<file path="src/rtl/vgather_pkg.sv">
package vgather_pkg;
  typedef enum logic [1:0] {
    SZ_B = 2'd0,
    SZ_H = 2'd1,
    SZ_W = 2'd2
  } size_e;

  typedef struct packed {
    size_e lane_sz;
    size_e acc_sz;
    logic  sgn;
    logic  scl;
    logic  dw;
  } cfg_t;

  typedef enum logic [2:0] {
    ST_IDLE,
    ST_EVAL,
    ST_REQ,
    ST_WAIT,
    ST_FIN
  } state_e;
endpackage

</file>
<file path="src/rtl/vg_addr_gen.sv">
module vg_addr_gen
  import vgather_pkg::*;
#(
  parameter int unsigned VEC_BYTES = 16,
  parameter int unsigned AW        = 32,
  localparam int unsigned VEC_W    = VEC_BYTES * 8,
  localparam int unsigned IDX_W    = $clog2(VEC_BYTES)
) (
  input  logic [AW-1:0]    base_i,
  input  logic [VEC_W-1:0] offs_i,
  input  logic [IDX_W-1:0] lane_i,
  input  cfg_t             cfg_i,
  output logic [AW-1:0]    addr_o,
  output size_e            size_o
);
  logic [31:0] off_b, off_h, off_w, off_d, off_sel;
  logic [1:0]  shamt;
  logic [IDX_W-1:0] even_lane;

  assign even_lane = {lane_i[IDX_W-1:1], 1'b0};

  always_comb begin
    off_b = 32'(offs_i[lane_i*8 +: 8]);
    off_h = 32'(offs_i[lane_i*16 +: 16]);
    off_w = offs_i[lane_i*32 +: 32];
    off_d = offs_i[even_lane*32 +: 32];
  end

  always_comb begin
    if (cfg_i.dw) begin
      off_sel = off_d;
      size_o  = SZ_W;
    end else begin
      size_o = cfg_i.acc_sz;
      unique case (cfg_i.lane_sz)
        SZ_B:    off_sel = off_b;
        SZ_H:    off_sel = off_h;
        default: off_sel = off_w;
      endcase
    end
  end

  // doubleword scaling is 3; otherwise by access size
  logic [2:0] sh;
  always_comb begin
    shamt = cfg_i.acc_sz;
    if (!cfg_i.scl)     sh = 3'd0;
    else if (cfg_i.dw)  sh = 3'd3;
    else                sh = {1'b0, shamt};
  end

  logic [AW-1:0] odd_adj;
  assign odd_adj = (cfg_i.dw && lane_i[0]) ? AW'(4) : '0;
  assign addr_o  = base_i + (AW'(off_sel) << sh) + odd_adj;
endmodule

</file>
<file path="src/rtl/vg_load_ext.sv">
module vg_load_ext
  import vgather_pkg::*;
#(
  parameter int unsigned DW = 32
) (
  input  logic [DW-1:0] raw_i,
  input  size_e         size_i,
  input  logic          sgn_i,
  output logic [DW-1:0] val_o
);
  always_comb begin
    unique case (size_i)
      SZ_B:    val_o = {{(DW-8){sgn_i & raw_i[7]}}, raw_i[7:0]};
      SZ_H:    val_o = {{(DW-16){sgn_i & raw_i[15]}}, raw_i[15:0]};
      default: val_o = raw_i;
    endcase
  end
endmodule

</file>
<file path="src/rtl/vg_lane_ctrl.sv">
module vg_lane_ctrl
  import vgather_pkg::*;
#(
  parameter int unsigned VEC_BYTES = 16,
  localparam int unsigned IDX_W    = $clog2(VEC_BYTES)
) (
  input  logic                 clk_i,
  input  logic                 rst_ni,
  input  logic                 start_i,
  input  logic [1:0]           lsz_log2_i,
  input  logic [VEC_BYTES-1:0] pred_i,
  input  logic [VEC_BYTES-1:0] beat_i,
  input  logic                 rd_ready_i,
  input  logic                 rd_rvalid_i,
  output logic [IDX_W-1:0]     lane_o,
  output logic [IDX_W-1:0]     pos_o,
  output logic                 accept_o,
  output logic                 busy_o,
  output logic                 req_o,
  output logic                 wr_zero_o,
  output logic                 wr_load_o,
  output logic                 done_o,
  output logic                 adv_o
);
  state_e state_q, state_d;
  logic [IDX_W-1:0] lane_q, lane_d, last_lane;
  logic step;

  assign pos_o     = lane_q << lsz_log2_i;
  assign last_lane = IDX_W'((VEC_BYTES >> lsz_log2_i) - 1);
  assign lane_o    = lane_q;

  always_comb begin
    state_d   = state_q;
    lane_d    = lane_q;
    step      = 1'b0;
    accept_o  = 1'b0;
    req_o     = 1'b0;
    wr_zero_o = 1'b0;
    wr_load_o = 1'b0;
    unique case (state_q)
      ST_IDLE: if (start_i) begin
        accept_o = 1'b1;
        lane_d   = '0;
        state_d  = ST_EVAL;
      end
      ST_EVAL: begin
        if (!beat_i[pos_o]) begin
          step = 1'b1;
        end else if (!pred_i[pos_o]) begin
          wr_zero_o = 1'b1;
          step      = 1'b1;
        end else begin
          state_d = ST_REQ;
        end
      end
      ST_REQ: begin
        req_o = 1'b1;
        if (rd_ready_i) state_d = ST_WAIT;
      end
      ST_WAIT: if (rd_rvalid_i) begin
        wr_load_o = 1'b1;
        step      = 1'b1;
      end
      ST_FIN:  state_d = ST_IDLE;
      default: state_d = ST_IDLE;
    endcase
    if (step) begin
      if (lane_q == last_lane) begin
        state_d = ST_FIN;
      end else begin
        lane_d  = lane_q + 1'b1;
        state_d = ST_EVAL;
      end
    end
  end

  always_ff @(posedge clk_i or negedge rst_ni) begin
    if (!rst_ni) begin
      state_q <= ST_IDLE;
      lane_q  <= '0;
    end else begin
      state_q <= state_d;
      lane_q  <= lane_d;
    end
  end

  assign busy_o = (state_q != ST_IDLE);
  assign done_o = (state_q == ST_FIN);
  assign adv_o  = (state_q == ST_FIN);
endmodule

</file>
<file path="src/rtl/vgather_seq.sv">
module vgather_seq
  import vgather_pkg::*;
#(
  parameter int unsigned VEC_BYTES = 16,
  parameter int unsigned AW        = 32,
  parameter int unsigned DW        = 32,
  localparam int unsigned VEC_W    = VEC_BYTES * 8,
  localparam int unsigned IDX_W    = $clog2(VEC_BYTES)
) (
  input  logic                 clk_i,
  input  logic                 rst_ni,
  input  logic                 start_i,
  input  logic [AW-1:0]        base_i,
  input  logic [VEC_W-1:0]     offs_i,
  input  logic [VEC_BYTES-1:0] pred_i,
  input  logic [VEC_BYTES-1:0] beat_i,
  input  logic [1:0]           lane_sz_i,
  input  logic [1:0]           acc_sz_i,
  input  logic                 signed_i,
  input  logic                 scaled_i,
  input  logic                 dword_i,
  input  logic [VEC_W-1:0]     vd_i,
  output logic                 rd_req_o,
  input  logic                 rd_ready_i,
  output logic [AW-1:0]        rd_addr_o,
  output logic [1:0]           rd_size_o,
  input  logic                 rd_rvalid_i,
  input  logic [DW-1:0]        rd_rdata_i,
  output logic                 busy_o,
  output logic                 done_o,
  output logic                 pred_adv_o,
  output logic [VEC_W-1:0]     vd_o
);
  logic [AW-1:0]        base_q;
  logic [VEC_W-1:0]     offs_q, vd_q;
  logic [VEC_BYTES-1:0] pred_q, beat_q;
  cfg_t                 cfg_q;

  logic [IDX_W-1:0] lane, pos;
  logic accept, wr_zero, wr_load;
  logic [1:0] lsz_log2;
  size_e size;
  logic [DW-1:0] ext_val, wr_val;

  assign lsz_log2 = cfg_q.dw ? 2'd2 : cfg_q.lane_sz;

  always_ff @(posedge clk_i or negedge rst_ni) begin
    if (!rst_ni) begin
      base_q <= '0;
      offs_q <= '0;
      pred_q <= '0;
      beat_q <= '0;
      cfg_q  <= '0;
    end else if (accept) begin
      base_q <= base_i;
      offs_q <= offs_i;
      pred_q <= pred_i;
      beat_q <= beat_i;
      cfg_q  <= '{lane_sz: size_e'(lane_sz_i), acc_sz: size_e'(acc_sz_i),
                 sgn: signed_i, scl: scaled_i, dw: dword_i};
    end
  end

  vg_lane_ctrl #(.VEC_BYTES(VEC_BYTES)) u_ctrl (
    .clk_i      (clk_i),
    .rst_ni     (rst_ni),
    .start_i    (start_i),
    .lsz_log2_i (lsz_log2),
    .pred_i     (pred_q),
    .beat_i     (beat_q),
    .rd_ready_i (rd_ready_i),
    .rd_rvalid_i(rd_rvalid_i),
    .lane_o     (lane),
    .pos_o      (pos),
    .accept_o   (accept),
    .busy_o     (busy_o),
    .req_o      (rd_req_o),
    .wr_zero_o  (wr_zero),
    .wr_load_o  (wr_load),
    .done_o     (done_o),
    .adv_o      (pred_adv_o)
  );

  vg_addr_gen #(.VEC_BYTES(VEC_BYTES), .AW(AW)) u_addr (
    .base_i(base_q),
    .offs_i(offs_q),
    .lane_i(lane),
    .cfg_i (cfg_q),
    .addr_o(rd_addr_o),
    .size_o(size)
  );

  assign rd_size_o = size;

  vg_load_ext #(.DW(DW)) u_ext (
    .raw_i (rd_rdata_i),
    .size_i(size),
    .sgn_i (cfg_q.sgn),
    .val_o (ext_val)
  );

  assign wr_val = wr_zero ? '0 : ext_val;

  // byte window [lo, hi) of the current lane
  logic [IDX_W:0] win_lo, win_hi;
  assign win_lo = {1'b0, pos};
  assign win_hi = win_lo + ((IDX_W+1)'(1) << lsz_log2);

  for (genvar b = 0; b < VEC_BYTES; b++) begin : g_byte
    logic       hit;
    logic [1:0] sel;
    assign hit = ((IDX_W+1)'(b) >= win_lo) && ((IDX_W+1)'(b) < win_hi);
    assign sel = 2'((IDX_W+1)'(b) - win_lo);
    always_ff @(posedge clk_i or negedge rst_ni) begin
      if (!rst_ni)                        vd_q[b*8 +: 8] <= '0;
      else if (accept)                    vd_q[b*8 +: 8] <= vd_i[b*8 +: 8];
      else if (hit && (wr_zero || wr_load)) vd_q[b*8 +: 8] <= wr_val[sel*8 +: 8];
    end
  end

  assign vd_o = vd_q;
endmodule

</file>
<file path="config.mk">
export PLATFORM = sky130hd
export DESIGN_NAME = vgather_seq
export DESIGN_NICKNAME = d
export VERILOG_FILES = /design/src/rtl/vgather_pkg.sv /design/src/rtl/vg_addr_gen.sv /design/src/rtl/vg_load_ext.sv /design/src/rtl/vg_lane_ctrl.sv /design/src/rtl/vgather_seq.sv
export SDC_FILE = /design/constraint.sdc
export NUM_CORES = 1
export LEC_CHECK = 0
export ABC_AREA = 1
export BUFFER_PORTS_ARGS = -buffer_cell sky130_fd_sc_hd__buf_2
export CAP_MARGIN = 40
export CELL_PAD_IN_SITES_DETAIL_PLACEMENT = 1
export CELL_PAD_IN_SITES_GLOBAL_PLACEMENT = 2
export CORE_UTILIZATION = 32
export DETAILED_ROUTE_END_ITERATION = 10
export GPL_TIMING_DRIVEN = 0
export PLACE_DENSITY = 0.95
export SLEW_MARGIN = 5
export SYNTH_ARGS = -nofsm -noshare
export SYNTH_HDL_FRONTEND = slang
export SYNTH_HIERARCHICAL = 1
export SYNTH_SLANG_ARGS = --single-unit
</file>
<file path="constraint.sdc">
create_clock -name clk_i -period 8.9 [get_ports clk_i]
set_input_delay 0.89 -clock clk_i [delete_from_list [all_inputs] [get_ports clk_i]]
set_output_delay 0.89 -clock clk_i [all_outputs]
set_load 0.03 [all_outputs]
</file>
==> qor.txt <==
WP data required = 8.01 ns
CP max stage cell = clkbuf_1
Post-synth ARST share = 100.0%
Part of the Yosys area used for sequential elements = 36.28%
Die width = 270.3 um
FILL cells = 9,464
Worst reg2reg path startpoint = cfg_q[5]$_DFFE_PN0P_
CP most frequent cell = nand2_1
Post-synth EDFFs = 0
HP Class = in -> async
DR pass1 iterations = 8
Reg clk slew, reported paths = 0.06 ns
First-pass GRT wire length = 183.1 mm
Initial DRC Count = 2,328
Num Clock Sinks = 334
Max Fclk = 151.0 MHz
Failing checks = DRC
Final nets = 4,502
Seq cells post-synth = 334
Placer congestion estimate = 1.052
Row count = 98
I/O pins = 530
Die area = 0.07306 mm^2
CTS root buf = clkbuf_16
Effective utilization at floorplan = 32.28%
Max_cap viols = 0
Total grt overflow = 0
TritonCTS Buffers = 42
Final Cycle Share = 74.39%
Mapped Area = 0.02303 mm^2
WL per Instance = 24.68 um
Final setup viols = 0
Area Overhead vs Synth = 23.19%
Vias/cell = 5.354
Crit Path Category = reg -> out
Worst-Skew Late Latency = 0.60 ns
Fin crit period = 6.621 ns
Total track usage = 33.69%
Vias = 27,110
Highest cell delay on the worst timing path = 0.69 ns
CTS max path bufs = 3
Syn nets = 3,929
Fin. Hold Viols = 0
H-tree levels = 2
Largest net degree at the start of global routing = 99
Slew HR = 40.82%
Post-CTS setup buffer count = 0
Setup crit end kind = primary output
Setup_tns = 0 ns
Worst-path maximum fanout = 10
CP Launch Type = flip-flop
Clock Skews = 0.02243 ns
CP arrival = 5.73 ns
Vias in the first global route = 27,770
Worst slew pin tran = 0.8877 ns
Mean Syn Cell Area = 6.593 um^2
Initial antenna violation count = 18
Total Wirelength = 124.9 mm
Ys Warns = 6
Resize count post-CTS = 0
CTS tree = done
Post-synthesis cell type count = 47
Fraction of layout cells with a size suffix above 1 = 19.32%
Setup crit start = u_ctrl/lane_o[1]$_DFF_PN0_
RSZ-0062 raised after global routing = no
Final Max Slew Viols = 0
Status = finished, violations left
Top_reg_cell synth = dfrtp_1
Worst path cell trace = buf_4 -> clkbuf_1 -> nand3_1 -> nand3_1 -> nand3_1 -> nand2_1 -> nand2_1 -> nand2_1 -> nand3_1 -> nand3_1 -> nand2_1 -> fa_1 -> inv_1 -> fa_1 -> o21ai_2 -> nand2_1 -> nand2_1 -> inv_1 -> o21ai_1 -> a21oi_1 -> inv_1 -> nand2_1 -> nand2_1 -> buf_2
Hold_buf cts = 0
Post-DP HPWL = 99.77 mm
Cells after Synth = 3,494
Core box area = 0.07136 mm^2
Chip Height = 270.3 um
DRC Markers = 4
Port bufs = 522
Final ANT Viol Nets = 0
-- sequential cells by signal, summed over array words and instances, names as in the netlist --
name,count
offs_q,128
vd_o,128
base_q,32
beat_q,16
pred_q,16
cfg_q,7
u_ctrl/lane_o,4
u_ctrl/state_q,3
-- cell families after synthesis --
| group | count (synthesis) | share of synthesized area (%) |
|---|---|---|
| fa+ha+maj | 71 | 3.954 |
| flops | 334 | 36.28 |
| buf+inv | 336 | 6.811 |
| compound gates | 283 | 7.317 |
| simple gates | 2441 | 44.50 |
| xor+xnor | 29 | 1.135 |
-- routing by layer --
layer	part of all wire (%)	up-vias	track usage, %
li1	-	12420	-
met1	41	13190	42.05
met2	46	1184	55.55
met5	0.040	-	0
met3	7.4	306	6.277
met4	5.7	10	16.85
-- cell usage in the layout (no fill, tap or decap), drive strengths merged, types with 68 or more instances in the layout --
cell	synthesis	final
nand2	1718	1718
buf	105	634
nand3	505	505
dfrtp	334	334
nor2	168	168
inv	142	145
clkbuf	88	142
o21ai	120	120
a21oi	73	73
ha	68	68
-- path summary, 6_finish.rpt --
check	cells past startpoint	slack, ns	end
worst max-delay path	24	2.28	rd_addr_o[31]
max in group asynchronous	3	7.34	vd_o[64]$_DFFE_PN0P_
worst max register to register	21	4.37	vd_o[86]$_DFFE_PN0P_
worst min register to register	2	0.47	cfg_q[4]$_DFFE_PN0P_
worst min-delay path	1	0.25	offs_q[123]$_DFFE_PN0P_
min in group clk_i	2	0.47	cfg_q[4]$_DFFE_PN0P_
-- metrics by stage --
| stage | setup WS [ns] | hold WS (ns) | utilization, % | instance area, um^2 | std cells |
|---|---|---|---|---|---|
| 6_report | 2.279 | 0.2471 | 39.76 | 28380 | 5063 |
| 5_1_grt | 2.013 | 0.2796 | 39.75 | 28370 | 5059 |
| 4_1_cts | 2.297 | 0.2518 | 39.72 | 28340 | 5050 |
| 3_5_place_dp | 2.982 | 0.4514 | 37.81 | 26990 | 4973 |
| 3_3_place_gp | 0.1208 | 0.4501 | 37.60 | 26840 | 4966 |
| 2_1_floorplan | 4.170 | 0.4332 | - | 23030 | 3494 |
-- critical path, delay by kind of cell (launching register included) --
kind | cells | cell delay [ns]
AND/OR/NAND/NOR | 13 | 1.47
adder cells (fa/ha/maj) | 2 | 1.06
flip-flops | 1 | 0.49
AO/OA/AOI/OAI | 3 | 0.73
buffers and inverters | 6 | 1.37
-- cell type report --
cell class,instances,area (um^2),area share (%)
Buffer,193,1026,3.616
Sequential cell,334,8358,29.45
Clock buffer,54,1116,3.933
Tap cell,950,1189,4.189
Antenna cell,13,32.53,0.1146
Multi-Input combinational cell,2824,13110,46.19
Inverter,143,544.3,1.918
Clock inverter,23,242.7,0.8554
Timing Repair Buffer,529,2761,9.731
-- synth_stat cells (20+ instances only) --
cell      instances  area share (%)
nand3_2          20            0.87
ha_1             68             3.7
nand3_1         483              10
buf_2            48             1.0
buf_4            29            0.95
nor2_1          153             2.5
o21ai_1          23            0.50
o211ai_1         38             1.2
xor2_1           22            0.84
dfrtp_1         334              36
a31oi_1          22            0.60
inv_1           128             2.1
a21oi_1          71             1.5
clkbuf_1         88             1.4
o21ai_0          88             1.9
nand2_1        1692              28
Power is not shown: default switching activity piles up to over one toggle a cycle in this logic, so the estimate is an artifact.
